[src/rtl/masked_reduce_flag.sv]
module masked_reduce_flag #(
  parameter int W    = 64,
  parameter int LANE = 8
) (
  input  logic         clk,
  input  logic         rst,
  input  logic         issue,
  input  logic [2:0]   op,
  input  logic [W-1:0] opnd_a,
  input  logic [W-1:0] opnd_b,
  input  logic [W-1:0] mask,
  input  logic         consume,
  output logic         busy,
  output logic         flag,
  output logic         flag_valid
);
  localparam int NL = W / LANE;
  localparam logic [2:0] OP_AND = 3'd0, OP_OR = 3'd1, OP_NAND = 3'd2, OP_NOR = 3'd3;
  localparam logic [2:0] OP_XOR = 3'd4, OP_EQ = 3'd5, OP_GT = 3'd6, OP_LT = 3'd7;

  logic [1:0]    stage;
  logic [2:0]    op1, op2;
  logic [W-1:0]  a1, b1, m1;
  logic [NL-1:0] l_and, l_or, l_xor, l_eq, l_gt, l_lt;
  logic [NL-1:0] r_and, r_or, r_xor, r_eq, r_gt, r_lt;
  logic          cmp_gt, cmp_lt, res_c, res3;

  assign busy = stage != 2'd0;

  for (genvar g = 0; g < NL; g++) begin : g_lane
    logic [LANE-1:0] sa, sb, sm;
    assign sa = a1[g*LANE +: LANE];
    assign sb = b1[g*LANE +: LANE];
    assign sm = m1[g*LANE +: LANE];
    assign l_and[g] = &(sa | ~sm);
    assign l_or[g]  = |sa;
    assign l_xor[g] = ^sa;
    assign l_eq[g]  = sa == sb;
    assign l_gt[g]  = sa > sb;
    assign l_lt[g]  = sa < sb;
  end

  always_comb begin
    cmp_gt = 1'b0;
    cmp_lt = 1'b0;
    for (int i = 0; i < NL; i++)
      if (!r_eq[i]) begin
        cmp_gt = r_gt[i];
        cmp_lt = r_lt[i];
      end
    case (op2)
      OP_AND:  res_c = &r_and;
      OP_OR:   res_c = |r_or;
      OP_NAND: res_c = ~&r_and;
      OP_NOR:  res_c = ~|r_or;
      OP_XOR:  res_c = ^r_xor;
      OP_EQ:   res_c = &r_eq;
      OP_GT:   res_c = cmp_gt;
      OP_LT:   res_c = cmp_lt;
      default: res_c = 1'b0;
    endcase
  end

  always_ff @(posedge clk) begin
    if (issue && !busy) begin
      a1  <= opnd_a & mask;
      b1  <= opnd_b & mask;
      m1  <= mask;
      op1 <= op;
    end
    if (stage == 2'd1) begin
      r_and <= l_and; r_or <= l_or; r_xor <= l_xor;
      r_eq  <= l_eq;  r_gt <= l_gt; r_lt  <= l_lt;
      op2   <= op1;
    end
    if (stage == 2'd2) res3 <= res_c;
  end

  always_ff @(posedge clk) begin
    if (rst) begin
      stage      <= 2'd0;
      flag       <= 1'b0;
      flag_valid <= 1'b0;
    end else begin
      flag_valid <= 1'b0;
      if (flag_valid && !consume) flag <= 1'b0;
      case (stage)
        2'd0: if (issue) stage <= 2'd1;
        2'd1: stage <= 2'd2;
        2'd2: stage <= 2'd3;
        default: begin
          stage      <= 2'd0;
          flag       <= res3;
          flag_valid <= 1'b1;
        end
      endcase
    end
  end


  busy_window_chk: assert property (@(posedge clk) disable iff (rst)
    $rose(busy) |=> busy ##1 busy ##1 (!busy && flag_valid));

  valid_pulse_chk: assert property (@(posedge clk) disable iff (rst)
    flag_valid |=> !flag_valid);

  drop_flag_chk: assert property (@(posedge clk) disable iff (rst)
    (flag_valid && !consume) |=> !flag);

  keep_flag_chk: assert property (@(posedge clk) disable iff (rst)
    (flag_valid && consume) |=> flag == $past(flag));

  reset_clear_chk: assert property (@(posedge clk)
    rst |=> (!busy && !flag_valid && !flag));

  no_valid_in_busy_chk: assert property (@(posedge clk) disable iff (rst)
    busy |-> !flag_valid);
endmodule

[config.mk]
export PLATFORM = sky130hd
export DESIGN_NAME = masked_reduce_flag
export DESIGN_NICKNAME = d
export VERILOG_FILES = /design/src/rtl/masked_reduce_flag.sv
export SDC_FILE = /design/constraint.sdc
export NUM_CORES = 1
export LEC_CHECK = 0
export CAP_MARGIN = 30
export CORE_MARGIN = 3
export CORE_UTILIZATION = 50
export CTS_BUF_LIST = sky130_fd_sc_hd__clkbuf_8
export DETAILED_ROUTE_END_ITERATION = 10
export PLACE_DENSITY_LB_ADDON = 0.15
export SYNTH_ARGS = -nofsm -noshare
export SYNTH_HDL_FRONTEND = slang
export SYNTH_SLANG_ARGS = --single-unit
[constraint.sdc]
create_clock -name clk -period 6.1 [get_ports clk]
set_input_delay 0.915 -clock clk [delete_from_list [all_inputs] [get_ports clk]]
set_output_delay 0.915 -clock clk [all_outputs]
set_load 0.02 [all_outputs]
# Yosys cells after proc, flatten, opt, wreduce, memory -nomap -nowiden
# Index checks and enable logic that the tools add are counted.
[word_totals]
reg_bits = 251
in_bits = 199
output_inout_bits = 3
wordCells = 128
[classes]
order_cmp = 16
eq_ne = 19
muxes = 22
n_bitwise = 18
reduce_logical = 38
[op_table]
columns = ["cell", "count"]
rows = [
  ["$and 64x64->64", 2],
  ["$reduce_and 8->1", 10],
  ["$reduce_or 8->1", 9],
  ["$reduce_xor 8->1", 9],
  ["$eq 8x8->1", 8],
  ["$gt 8x8->1", 8],
  ["$lt 8x8->1", 8],
  ["$not 8->8", 8],
  ["$or 8x8->8", 8],
  ["$mux 1", 19],
  ["$eq 3x3->1 const B", 4],
  ["$pmux 1 s8", 1],
  ["$eq 3x2->1 const B", 2],
  ["$pmux 2 s3", 1],
  ["$logic_not 1->1", 4],
  ["$eq 3x1->1 const B", 1],
  ["$logic_not 3->1", 1],
  ["$reduce_or 3->1", 1],
  ["$eq 2x1->1 const B", 1],
  ["$eq 2x2->1 const B", 1],
  ["$logic_and 1x1->1", 2],
  ["$logic_not 2->1", 1],
  ["$mux 2", 1],
  ["$ne 2x1->1 const B", 1],
  ["other kinds (2)", 2],
]

# Longest topological paths before layout
[depth]
depth_word = 9
depth_mapped = 8
depth_no_buf = 8

# Worst setup path before layout
# Ideal clock, no wire load.
[synth_timing]
path_type = "input -> register"
from = "input issue"
to = "register a1[0] (enable)"
setup_time_ns = 0.578
t_arrival_ns = 5.315
required_ns = 5.522
path_slack_ns = 0.207
cell_stages = 1
n_path_buf = 0
cell_sequence = "and2_1"
[synth_between]
elab_chain_len = 1
[synth_lines]
columns = ["element", "line", "text"]
rows = [
  ["start: declaration", "7", "input logic issue,"],
  ["$logic_and 1x1->1", "65", "if (issue && !busy) begin"],
  ["end signal: assignment", "66", "a1 <= opnd_a & mask;"],
  ["end: declaration", "23", "logic [W-1:0] a1, b1, m1;"],
]
# Every way passes these cells.
# A chain may end at the register's enable or synchronous reset.

# Worst setup path in the final report
[layout_timing]
from = "register stage[0]"
to = "output busy"
[layout_between]
elab_chain_len = 1
[layout_lines]
columns = ["element", "line", "text"]
rows = [
  ["start: declaration", "21", "logic [1:0] stage;"],
  ["start signal: assignment", "81", "stage <= 2'd0;"],
  ["start signal: assignment", "88", "2'd0: if (issue) stage <= 2'd1;"],
  ["start signal: assignment", "89", "2'd1: stage <= 2'd2;"],
  ["$reduce_bool 2->1", "28", "assign busy = stage != 2'd0;"],
  ["end: declaration", "13", "output logic busy,"],
]
# Every way passes these cells.

==> impl_metrics.py <==
metrics = {
    "run_status": {
        "status": "completed",
    },
    "power": {
        "clkPwrFrac_pct": 30.4,
        "p_int_mw": 3.39,
        "combinationalPowerShare_pct": 19.0,
        "power_density_nw_per_um2": 310,
        "leakagePower_nw": 5.91,
        "p_switching_mw": 1.19,
        "p_seq_share_pct": 50.6,
        "ir_drop_v": 0.000235,
        "p_sw_share_pct": 25.9,
    },
    "synth": {
        "yosysTopAreaCell": "edfxtp_1",
        "synth_nets": 1140,
        "synth_edf_count": 247,
        "ys_seq_area_share_pct": 64.8,
        "synth_async_sr_flop_share_pct": 0,
        "syn_area_sq_um": 11600,
        "synth_top_area_share_pct": 64.1,
        "ys_types": 33,
        "yosys-top-cells-count": "edfxtp_1 (247), and2_1 (129), inv_1 (127)",
        "dominantRegCellSynth": "edfxtp_1",
        "postSynthAreaPerCell_sq_um": 13.8,
        "ys_ff_latch": 251,
        "synthTopCellsByArea": "edfxtp_1 (64%), ha_1 (11%), and2_1 (7.0%)",
        "yosys_warnings": 0,
        "yosysMostFrequentCell": "edfxtp_1",
        "syn-instance-count": 841,
    },
    "finish": {
        "instances_no_fill": 1405,
        "fill_cells": 1763,
        "register_area_sq_um": 7500,
        "multiInputGateArea_sq_um": 3600,
        "syn_to_final_growth_pct": 27.6,
        "final_area_sq_um": 14800,
        "drive_gt1_share_pct": 5.36,
        "n_antenna_cell": 0,
        "final_core_util_pct": 65.0,
        "nets": 1387,
    },
    "timing": {
        "setup_viol": 0,
        "rsz0062_at_grt": "no",
        "relSlewSlack_pct": 14.1,
        "layout_min_cycle_time_ns": 2.86,
        "worst_pin_slew_ns": 1.29,
        "timing.hold.ws_ns": 0.425,
        "period_share_pct": 46.9,
        "clock_skew_ns": 0.0149,
        "finalSetupTns_ns": 0,
        "fmax_mhz": 349,
        "maxSlewViolCount": 0,
        "hold_viol": 0,
    },
    "critical_path": {
        "end_kind": "output port",
        "r2r_cells": 4,
        "arrival_ns": 1.95,
        "crit_type": "reg2out",
        "cp-start-kind": "flip-flop",
        "critPathRequiredTime_ns": 5.18,
        "path_max_fanout": 4,
    },
    "global_route": {
        "grt_first_pass_wirelength_mm": 34.1,
        "grt_max_degree": 196,
        "antenna_found_initial": 0,
        "grt.total_usage_pct": 17.3,
        "grt_pass1_vias": 7061,
        "grt_overflow": 0,
    },
    "floorplanning": {
        "rows": 55,
        "fp.coreArea_sq_um": 22700,
        "die_h_um": 158,
        "start_util_pct": 51.0,
        "die_area_sq_um": 25000,
        "io_pins": 202,
        "die_w_um": 158,
    },
    "routing": {
        "totalWireLength_mm": 21.7,
        "drc_errors": 0,
        "route.met3.wl_mm": 1.33,
        "routedWlPerCell_um": 15.4,
        "first_pass_iters": 5,
        "dr_wl_met2_mm": 9.95,
        "wl_met1_mm": 9.86,
        "highest_layer": "met4",
        "ant_nets": 0,
        "drtIter0Drc": 356,
        "routed-via-count": 7069,
        "routed_via_density": 5.03,
    },
    "clock_tree": {
        "clk_pin_slew_worst_paths_ns": 0.06,
        "postCtsSetupBuffers": 0,
        "clkSinkCount": 251,
        "postCtsHoldBufs": 0,
        "cts_resized": 0,
        "clk_latency_ns": 0.53,
        "ctsRootBufferMaster": "clkbuf_8",
        "cts_tree": "yes",
        "htree_levels": 2,
        "max-clock-path-buffers": 3,
        "cts_made_buffers": 42,
    },
    "place": {
        "placed_cell_area_sq_um": 14000,
        "gp_congestion": 0.835,
        "hpwl_mm": 15.7,
        "portBuffers": 201,
        "dp.cells": 1329,
    },
    "flow_run": {
        "cap_violations": 0,
    },
    "min_path": {
        "min_path_cells": 0,
        "hold_path_class": "reg2reg",
    },
}
## power by group through the flow
stage | Sequential, mW | Combinational, mW | Clock (mW)
after CTS | 2.32 | 0.890 | 1.44
after global placement | 2.35 | 0.861 | 0
after floorplan | 2.36 | 0.567 | 0
final | 2.32 | 0.870 | 1.39
after detailed placement | 2.35 | 0.882 | 0
after global routing | 2.34 | 0.996 | 1.52
## registers in the layout (all words and copies together), names as in the netlist
register    count
a1             64
b1             64
m1             64
r_and           8
r_eq            8
r_gt            8
r_lt            8
r_or            8
r_xor           8
op1             3
op2             3
stage           2
flag            1
flag_valid      1
res3            1
## logic make-up (layout without fill, tap and decap cells)
logic type | Yosys count | in the layout | synth area share [%]
adders and majority gates | 100 | 100 | 10.8
buffers and inverters | 127 | 406 | 4.12
AOI/OAI and AO/OA | 103 | 103 | 5.93
DFF | 251 | 251 | 64.8
muxes | 1 | 1 | 0.0865
and+or+nand+nor | 228 | 228 | 11.9
xor gates and xnor gates | 31 | 31 | 2.35
## layer usage
layer | vias to the layer above | track usage, %
li1 | 3519 | -
met1 | 3299 | 24.0
met2 | 196 | 27.2
met3 | 55 | 3.88
met4 | 0 | 5.65
met5 | - | 0
## layout make-up
cell class,count,area share (%)
well taps,285,2.41
clock inverters,33,1.30
repair buffers,203,13.9
flip-flops and latches,251,50.8
inverters,127,3.23
multi-input cells,463,24.4
clock buffers,43,4.01
## critical path: stages, from the launching register on
cell             delay [ns]
dfxtp_1                0.39
inv_1                  0.09
ha_1                   0.24
inv_1                  0.09
clkdlybuf4s50_1        0.61
## layout by cell type, fill, tap and decap left out, types with 7 or more instances in the layout
| master | count |
|---|---|
| edfxtp_1 | 247 |
| clkdlybuf4s50_1 | 201 |
| inv_1 | 141 |
| and2_1 | 128 |
| ha_1 | 99 |
| clkbuf_8 | 43 |
| a22oi_1 | 32 |
| nand4_1 | 30 |
| nor2_1 | 26 |
| a21oi_1 | 23 |
| xnor2_1 | 21 |
| a21o_1 | 16 |
| o21ai_0 | 14 |
| nand2b_1 | 11 |
| xor2_1 | 10 |
| nor2b_1 | 10 |
| o21a_1 | 9 |
| clkinv_2 | 9 |
| and4_1 | 8 |
| clkinv_1 | 7 |
## final timing paths
check,slack (ns),start,endpoint
max,3.24,stage[0],busy
min reg2reg,0.43,op1[0],op2[0]
max reg2reg,3.94,stage[0],b1[1]
min,0.43,op1[0],op2[0]
## metrics by stage
| stage | setup slack [ns] | power [mW] |
|---|---|---|
| after floorplan | 0.207 | 2.92 |
| after global placement | 3.30 | 3.21 |
| after detailed placement | 3.26 | 3.23 |
| after CTS | 3.21 | 4.64 |
| after global routing | 3.18 | 4.85 |
| final | 3.24 | 4.58 |
Note: power is estimated with default switching activity, not from simulation.
